## src/rtl/pipe6_pkg.sv

```systemverilog
package pipe6_pkg;

    localparam int unsigned TAG_W   = 12;
    localparam int unsigned N_STAGE = 6;

    typedef enum logic [2:0] {
        ST_FI = 3'd0,
        ST_DI = 3'd1,
        ST_CO = 3'd2,
        ST_FO = 3'd3,
        ST_EX = 3'd4,
        ST_WO = 3'd5
    } stage_e;

    typedef logic [TAG_W-1:0] tag_t;

    typedef struct packed {
        logic br;
        logic taken;
        logic reg_opnd;
        tag_t target;
    } decode_t;

    typedef struct packed {
        logic    valid;
        tag_t    tag;
        decode_t info;
    } slot_t;

    function automatic logic resolves_taken(slot_t s);
        return s.valid & s.info.br & s.info.taken;
    endfunction

endpackage

```

## src/rtl/pipe6_fetch.sv

```systemverilog
module pipe6_fetch
    import pipe6_pkg::*;
#(
    parameter tag_t RESET_PC = '0
) (
    input  logic clk,
    input  logic rst,
    input  logic advance,
    input  logic redirect,
    input  tag_t target,
    output logic f_valid,
    output tag_t f_tag
);

    tag_t nxt_q;
    tag_t pick;
    logic vld_q;
    tag_t tag_q;

    assign pick = redirect ? target : nxt_q;

    always_ff @(posedge clk) begin
        if (rst) begin
            nxt_q <= RESET_PC;
            vld_q <= 1'b0;
            tag_q <= '0;
        end else if (advance) begin
            vld_q <= 1'b1;
            tag_q <= pick;
            nxt_q <= pick + 1'b1;
        end
    end

    assign f_valid = vld_q;
    assign f_tag   = tag_q;

    // sequential fetch steps by one
    a_r2_seq_step: assert property (@(posedge clk) disable iff (rst)
        (advance && !redirect && vld_q) |=> (tag_q == $past(tag_q) + 1'b1));

    // fetch pointer frozen by hold
    a_r4_fetch_frozen: assert property (@(posedge clk) disable iff (rst)
        !advance |=> ($stable(tag_q) && $stable(vld_q)));

    // redirect lands on the branch target
    a_r5_redirect_target: assert property (@(posedge clk) disable iff (rst)
        (advance && redirect) |=> (vld_q && tag_q == $past(target)));

endmodule

```

## src/rtl/pipe6_stages.sv

```systemverilog
module pipe6_stages
    import pipe6_pkg::*;
(
    input  logic  clk,
    input  logic  rst,
    input  logic  advance,
    input  slot_t in_slot,
    output logic  squash,
    output tag_t  redirect_target,
    output logic  fo_mem_rd,
    output logic  wo_valid,
    output tag_t  wo_tag
);

    slot_t [N_STAGE-1:0] chain;

    assign chain[0] = in_slot;
    assign squash   = advance & resolves_taken(chain[ST_EX]);

    for (genvar i = 1; i < N_STAGE; i++) begin : g_stage
        slot_t q;
        always_ff @(posedge clk) begin
            if (rst) begin
                q <= '0;
            end else if (advance) begin
                if (squash && (i < int'(ST_WO))) begin
                    q <= '0;
                end else begin
                    q <= chain[i-1];
                end
            end
        end
        assign chain[i] = q;
    end

    assign redirect_target = chain[ST_EX].info.target;
    assign fo_mem_rd       = chain[ST_FO].valid & ~chain[ST_FO].info.reg_opnd;
    assign wo_valid        = chain[ST_WO].valid;
    assign wo_tag          = chain[ST_WO].tag;

    // all stage contents frozen while held
    a_r4_chain_frozen: assert property (@(posedge clk) disable iff (rst)
        !advance |=> $stable(chain));

    // younger stages empty after a squash
    a_r6_young_cleared: assert property (@(posedge clk) disable iff (rst)
        squash |=> ({chain[ST_DI].valid, chain[ST_CO].valid,
                     chain[ST_FO].valid, chain[ST_EX].valid} == 4'b0000));

    // the resolving branch itself moves on to write-back
    a_r6_branch_survives: assert property (@(posedge clk) disable iff (rst)
        squash |=> (chain[ST_WO].valid && chain[ST_WO].info.br && chain[ST_WO].info.taken));

endmodule

```

## src/rtl/pipe6_ctrl.sv

```systemverilog
module pipe6_ctrl
    import pipe6_pkg::*;
#(
    parameter tag_t RESET_PC = '0
) (
    input  logic             clk,
    input  logic             rst,
    input  logic             hold,
    output logic             fetch_valid,
    output logic [TAG_W-1:0] fetch_addr,
    input  logic             ins_branch,
    input  logic             ins_taken,
    input  logic [TAG_W-1:0] ins_target,
    input  logic             ins_reg_opnd,
    output logic             squash,
    output logic             opnd_mem_rd,
    output logic             retire_valid,
    output logic [TAG_W-1:0] retire_tag
);

    logic  advance;
    logic  f_valid;
    tag_t  f_tag;
    tag_t  redir_tgt;
    logic  wo_valid;
    tag_t  wo_tag;
    slot_t in_slot;

    assign advance = ~hold;

    pipe6_fetch #(.RESET_PC(RESET_PC)) u_fetch (
        .clk      (clk),
        .rst      (rst),
        .advance  (advance),
        .redirect (squash),
        .target   (redir_tgt),
        .f_valid  (f_valid),
        .f_tag    (f_tag)
    );

    assign in_slot = '{
        valid: f_valid,
        tag:   f_tag,
        info:  '{br: ins_branch, taken: ins_taken,
                 reg_opnd: ins_reg_opnd, target: ins_target}
    };

    pipe6_stages u_stages (
        .clk             (clk),
        .rst             (rst),
        .advance         (advance),
        .in_slot         (in_slot),
        .squash          (squash),
        .redirect_target (redir_tgt),
        .fo_mem_rd       (opnd_mem_rd),
        .wo_valid        (wo_valid),
        .wo_tag          (wo_tag)
    );

    assign fetch_valid  = f_valid;
    assign fetch_addr   = f_tag;
    assign retire_valid = wo_valid & advance;
    assign retire_tag   = wo_tag;

    // squash and the retirement it precedes stay consistent
    a_r5_squash_then_retire: assert property (@(posedge clk) disable iff (rst)
        squash |=> wo_valid);

endmodule

```

## config.mk

```make
export PLATFORM = sky130hd
export DESIGN_NAME = pipe6_ctrl
export DESIGN_NICKNAME = d
export VERILOG_FILES = /design/src/rtl/pipe6_pkg.sv /design/src/rtl/pipe6_fetch.sv /design/src/rtl/pipe6_stages.sv /design/src/rtl/pipe6_ctrl.sv
export SDC_FILE = /design/constraint.sdc
export NUM_CORES = 1
export LEC_CHECK = 0
export ABC_AREA = 1
export CORE_ASPECT_RATIO = 0.9
export CORE_MARGIN = 2
export CORE_UTILIZATION = 58
export DETAILED_ROUTE_END_ITERATION = 10
export GPL_TIMING_DRIVEN = 1
export PLACE_DENSITY = 0.79
export SETUP_SLACK_MARGIN = 0.05
export SLEW_MARGIN = 25
export SYNTH_ARGS = -nofsm -noshare
export SYNTH_HDL_FRONTEND = slang
export SYNTH_SLANG_ARGS = --single-unit
```

## constraint.sdc

```tcl
create_clock -name clk -period 2.3 [get_ports clk]
set_input_delay 0.46 -clock clk [delete_from_list [all_inputs] [get_ports clk]]
set_output_delay 0.46 -clock clk [all_outputs]
set_load 0.01 [all_outputs]
```

# Word-level counts from Yosys, hierarchy flattened

Index checks and enable logic that the tools add are counted.

Bits in registers: 149
Input port bits: 18
Output and inout bits: 28
Logic and storage cells: 41

$add $sub $neg: 1
Muxes and demuxes: 5
Bitwise gates (word level): 7

Operators by type and width:

| kind                                                            | number |
|---|---|
| 28-bit two-way mux                                              | 4 |
| 12-bit by 1-bit adder with 12-bit output, second input constant | 1 |
| 12-bit two-way mux                                              | 1 |
| 1-bit bitwise AND                                               | 5 |
| 1-bit NOT                                                       | 2 |

# Longest topological paths before layout

Depth in word-level cells: 5
Depth in mapped cells: 13
Gate-level depth less buffers: 13

# Modules after synthesis

From an unflattened synthesis, not the netlist that was laid out.

Cells, all modules: 1028
Area total of the unflattened synthesis: 6869.1 um2

Modules (own cells, without submodules):

| module       | times used | cells an instance | area an instance (um2) | sequential area each (um2) |
|---|---|---|---|---|
| pipe6_stages | 1          | 815               | 5457.7                 | 2482.4 |
| pipe6_fetch  | 1          | 210               | 1397.6                 | 500.5 |
| pipe6_ctrl   | 1          | 3                 | 13.8                   | 0.0 |

# Worst setup path before layout

Ideal clock, no wire load.

Path kind: input to register
Start: in hold
End: reg u_fetch.nxt_q[8]
Setup time: 0.129 ns
Arrival time: 1.739 ns
Data required time: 2.171 ns
Path slack: 0.432 ns
Cell stages on the path: 12
Buffers on the path: 1
Cells stage by stage: buf_6 > nor2_8 > nand2_4 > inv_2 > nand2_1 > nand2_1 > ha_1 > nand3_1 > nor2_2 > a21oi_1 > nor2_1 > nor2_1

Longest elaborated chain between the ends: 4

RTL lines:

| item                                     | RTL line           | source |
|---|---|---|
| start, declared                          | pipe6_ctrl.sv:8    | `input logic hold,` |
| 1-bit NOT                                | pipe6_ctrl.sv:29   | `assign advance = ~hold;` |
| 1-bit bitwise AND                        | pipe6_stages.sv:18 | `assign squash = advance & resolves_taken(chain[ST_EX]);` |
| 12-bit two-way mux                       | pipe6_fetch.sv:20  | `assign pick = redirect ? target : nxt_q;` |
| net u_fetch.pick[0]                      | pipe6_fetch.sv:16  | `tag_t pick;` |
| 12-bit by 1-bit adder with 12-bit output | pipe6_fetch.sv:30  | `nxt_q <= pick + 1'b1;` |
| end signal, assigned                     | pipe6_fetch.sv:30  |  |
| end, declared                            | pipe6_fetch.sv:15  | `tag_t nxt_q;` |

The timed path passes the listed nets, and every way through them passes these cells.
A chain may end at the register's enable or synchronous reset.

# Worst setup path in the final report

Start: reg u_stages.g_stage[5].q (netlist bit u_stages.wo_valid)
End: out retire_valid

Longest elaborated chain between the ends: 1

RTL lines:

| item                   | RTL line           | source |
|---|---|---|
| start, declared        | pipe6_stages.sv:21 | `slot_t q;` |
| start signal, assigned | pipe6_stages.sv:29 | `q <= chain[i-1];` |
| 1-bit bitwise AND      | pipe6_ctrl.sv:62   | `assign retire_valid = wo_valid & advance;` |
| end, declared          | pipe6_ctrl.sv:17   | `output logic retire_valid,` |

Every way passes these cells.

==> metrics.yaml <==
cts:
  worstSkewPairLatency_ns: 0.42
  post_cts_resized: 1
  cts.sink_count: 149
  cts_root_buf: "clkbuf_16"
  clock_path_buffers: 2
  cts_buffers: 17
  cts_setup_buffers: 0
  cts_tree: "done"
  hold_buffers: 0
  path_clk_slew_ns: 0.06
  ctsHtreeMaxLevel: 4
cells_and_area:
  instances_no_fill: 890
  nets: 768
  areaGrowthSynthToFinish_pct: 15.1
  drive_gt1_frac: 0.0802
  fillers: 853
  layout_common_cells: "149 x dfxtp_1, 128 x nor2_1, 100 x o21ai_0"
  antenna_cells: 0
  final_common_cell: "dfxtp_1"
critical_path:
  required_ns: 1.84
  rrSetupSlack_ns: 0.36
  cp_slowest_cell: "clkdlybuf4s50_1"
  path_cells: "inv_1, nor2_1, clkdlybuf4s50_1"
  start_kind: "register"
  crit_fanout: 2
  critPathCaptureType: "output port"
  path_class: "register to output port"
  arrival_ns: 1.56
  max_stage_delay_ns: 0.58
  r2r_cells: 12
sta:
  setup_ws_ns: 0.282
  setup_viol: 0
  rsz0062_at_grt: "false"
  tns_ns: 0
  worst_pin_slew_ns: 0.722
  fmax_mhz: 495
  slew_headroom: 0.519
  finalCritPeriodShare: 0.878
  slew_viol_final: 0
  min_period_ns: 2.02
  fin_skew_ns: 0.00589
  hold_viol: 0
die:
  die-height_um: 101
  die_w_um: 111
  rows: 35
  ios: 46
  core-area_um2: 10200
  initial_utilization: 0.591
  dieArea_um2: 11200
grt:
  antenna_found_initial: 0
  grt_start_max_net_pins: 123
  grt_pass1_vias: 4716
  grt_pass1_wl_um: 21400
  grt_overflow: 0
  grt_usage: 0.234
power_and_ir_drop:
  p_per_area_nw_per_um2: 870
  irDropWorstVdd_uv: 804
  leakage_uw: 0.00273
place:
  portBuffers: 45
  dp.cells: 859
  routabilityCongestion: 0.892
  dpl_worst_slack_ns: 0.156
  dpl.hpwl_um: 7650
synth:
  netlist_instances: 757
  yosysSeqAreaShare: 0.497
  ys_ff_latch: 149
  synth_cell_types: 31
  syn_avg_cell_area_um2: 7.93
  syn-num-nets: 776
  ys.flop_type: "dfxtp_1"
  synth_warnings: 0
  async_reset_ff_frac: 0
  synth-edff-count: 0
  syn_area_um2: 6010
detailed_routing:
  drc: 0
  viasPerCell: 5.63
  wl_per_cell_um: 14.1
  routed_wl_um: 12600
  drtIter0Drc: 395
  vias: 5008
  drtAntennaViolNets: 0
  first_pass_iters: 5
job:
  drv.max_cap_violation_count: 0
outcome:
  status: "complete, no violations"
hold_path:
  hold_class: "register to register"
  hold_path_depth: 2
state kept, by name, indices dropped and copies added, names as in the netlist:
signal,flops
u_stages.wo_tag,12
u_stages.redirect_target,12
u_fetch.f_tag,12
u_stages.wo_valid,1
u_stages.chain,99
u_fetch.nxt_q,12
u_fetch.f_valid,1
cell families after synthesis:
logic type / share of synthesized area
buf+inv: 0.112
flops: 0.497
xor+xnor: 0.00146
fa+ha+maj: 0.00208
compound gates: 0.192
simple gates: 0.196
layout make-up:
cell class	instances	area, um2	area share
multi-input cells	461	2350	0.340
flip-flops and latches	149	2980	0.432
well taps	129	161	0.0234
clock buffers	22	484	0.0701
inverters	62	234	0.0339
clock inverters	9	101	0.0147
repair buffers	58	594	0.0860
critical path, delay by kind of cell (launching register included):
family | cells | cell delay, ns
flip-flops | 1 | 0.34
buffers and inverters | 2 | 0.63
AND/OR/NAND/NOR | 1 | 0.18
path summary, 6_finish.rpt:
check / from / end
hold / removal: u_stages.chain[31] / u_stages.chain[59]
setup reg to reg: u_stages.chain[139] / u_fetch.nxt_q[8]
setup / recovery: u_stages.wo_valid / retire_valid
hold reg to reg: u_stages.chain[31] / u_stages.chain[59]
through the flow:
step	power [uW]	hold slack, ns	util	instance area, um2
4_1_cts	6050	0.455	0.680	6910
3_3_place_gp	3330	0.444	0.623	6330
2_1_floorplan	3200	0.436	-	6010
6_report	6010	0.455	0.680	6910
3_5_place_dp	3350	0.449	0.623	6330
5_1_grt	6240	0.469	0.680	6910
layer usage:
| layer | vias to the layer above | wire length (um) | GRT usage | part of all wire |
|---|---|---|---|---|
| li1 | 2506 | - | - | - |
| met1 | 2336 | 5500 | 0.284 | 0.44 |
| met2 | 138 | 6080 | 0.398 | 0.48 |
| met3 | 28 | 657 | 0.0535 | 0.052 |
| met4 | 0 | 340 | 0.113 | 0.027 |
| met5 | - | 0 | 0 | 0 |
Yosys cell counts, types with 2 or more instances:
library cell,n,area [um2]
dfxtp_1,149,2980
nor2_1,128,480
o21ai_0,100,500
nand2_1,64,240
inv_1,60,225
nor3_1,50,250
clkbuf_1,46,173
a211oi_1,33,248
a2111oi_0,30,263
buf_4,24,180
nand3_1,22,110
buf_2,11,55.1
a21oi_1,9,45.0
o211ai_1,8,60.1
nor2_2,3,18.8
buf_1,2,7.51
buf_6,2,22.5
inv_2,2,7.51
nand2_2,2,12.5
power by group:
group	switching (uW)	internal, uW	total (uW)
Sequential	70.7	2740	2810
Combinational	278	206	485
Clock	1020	1700	2720
Total	1370	4640	6010
Power figures use the tool's default switching activity.
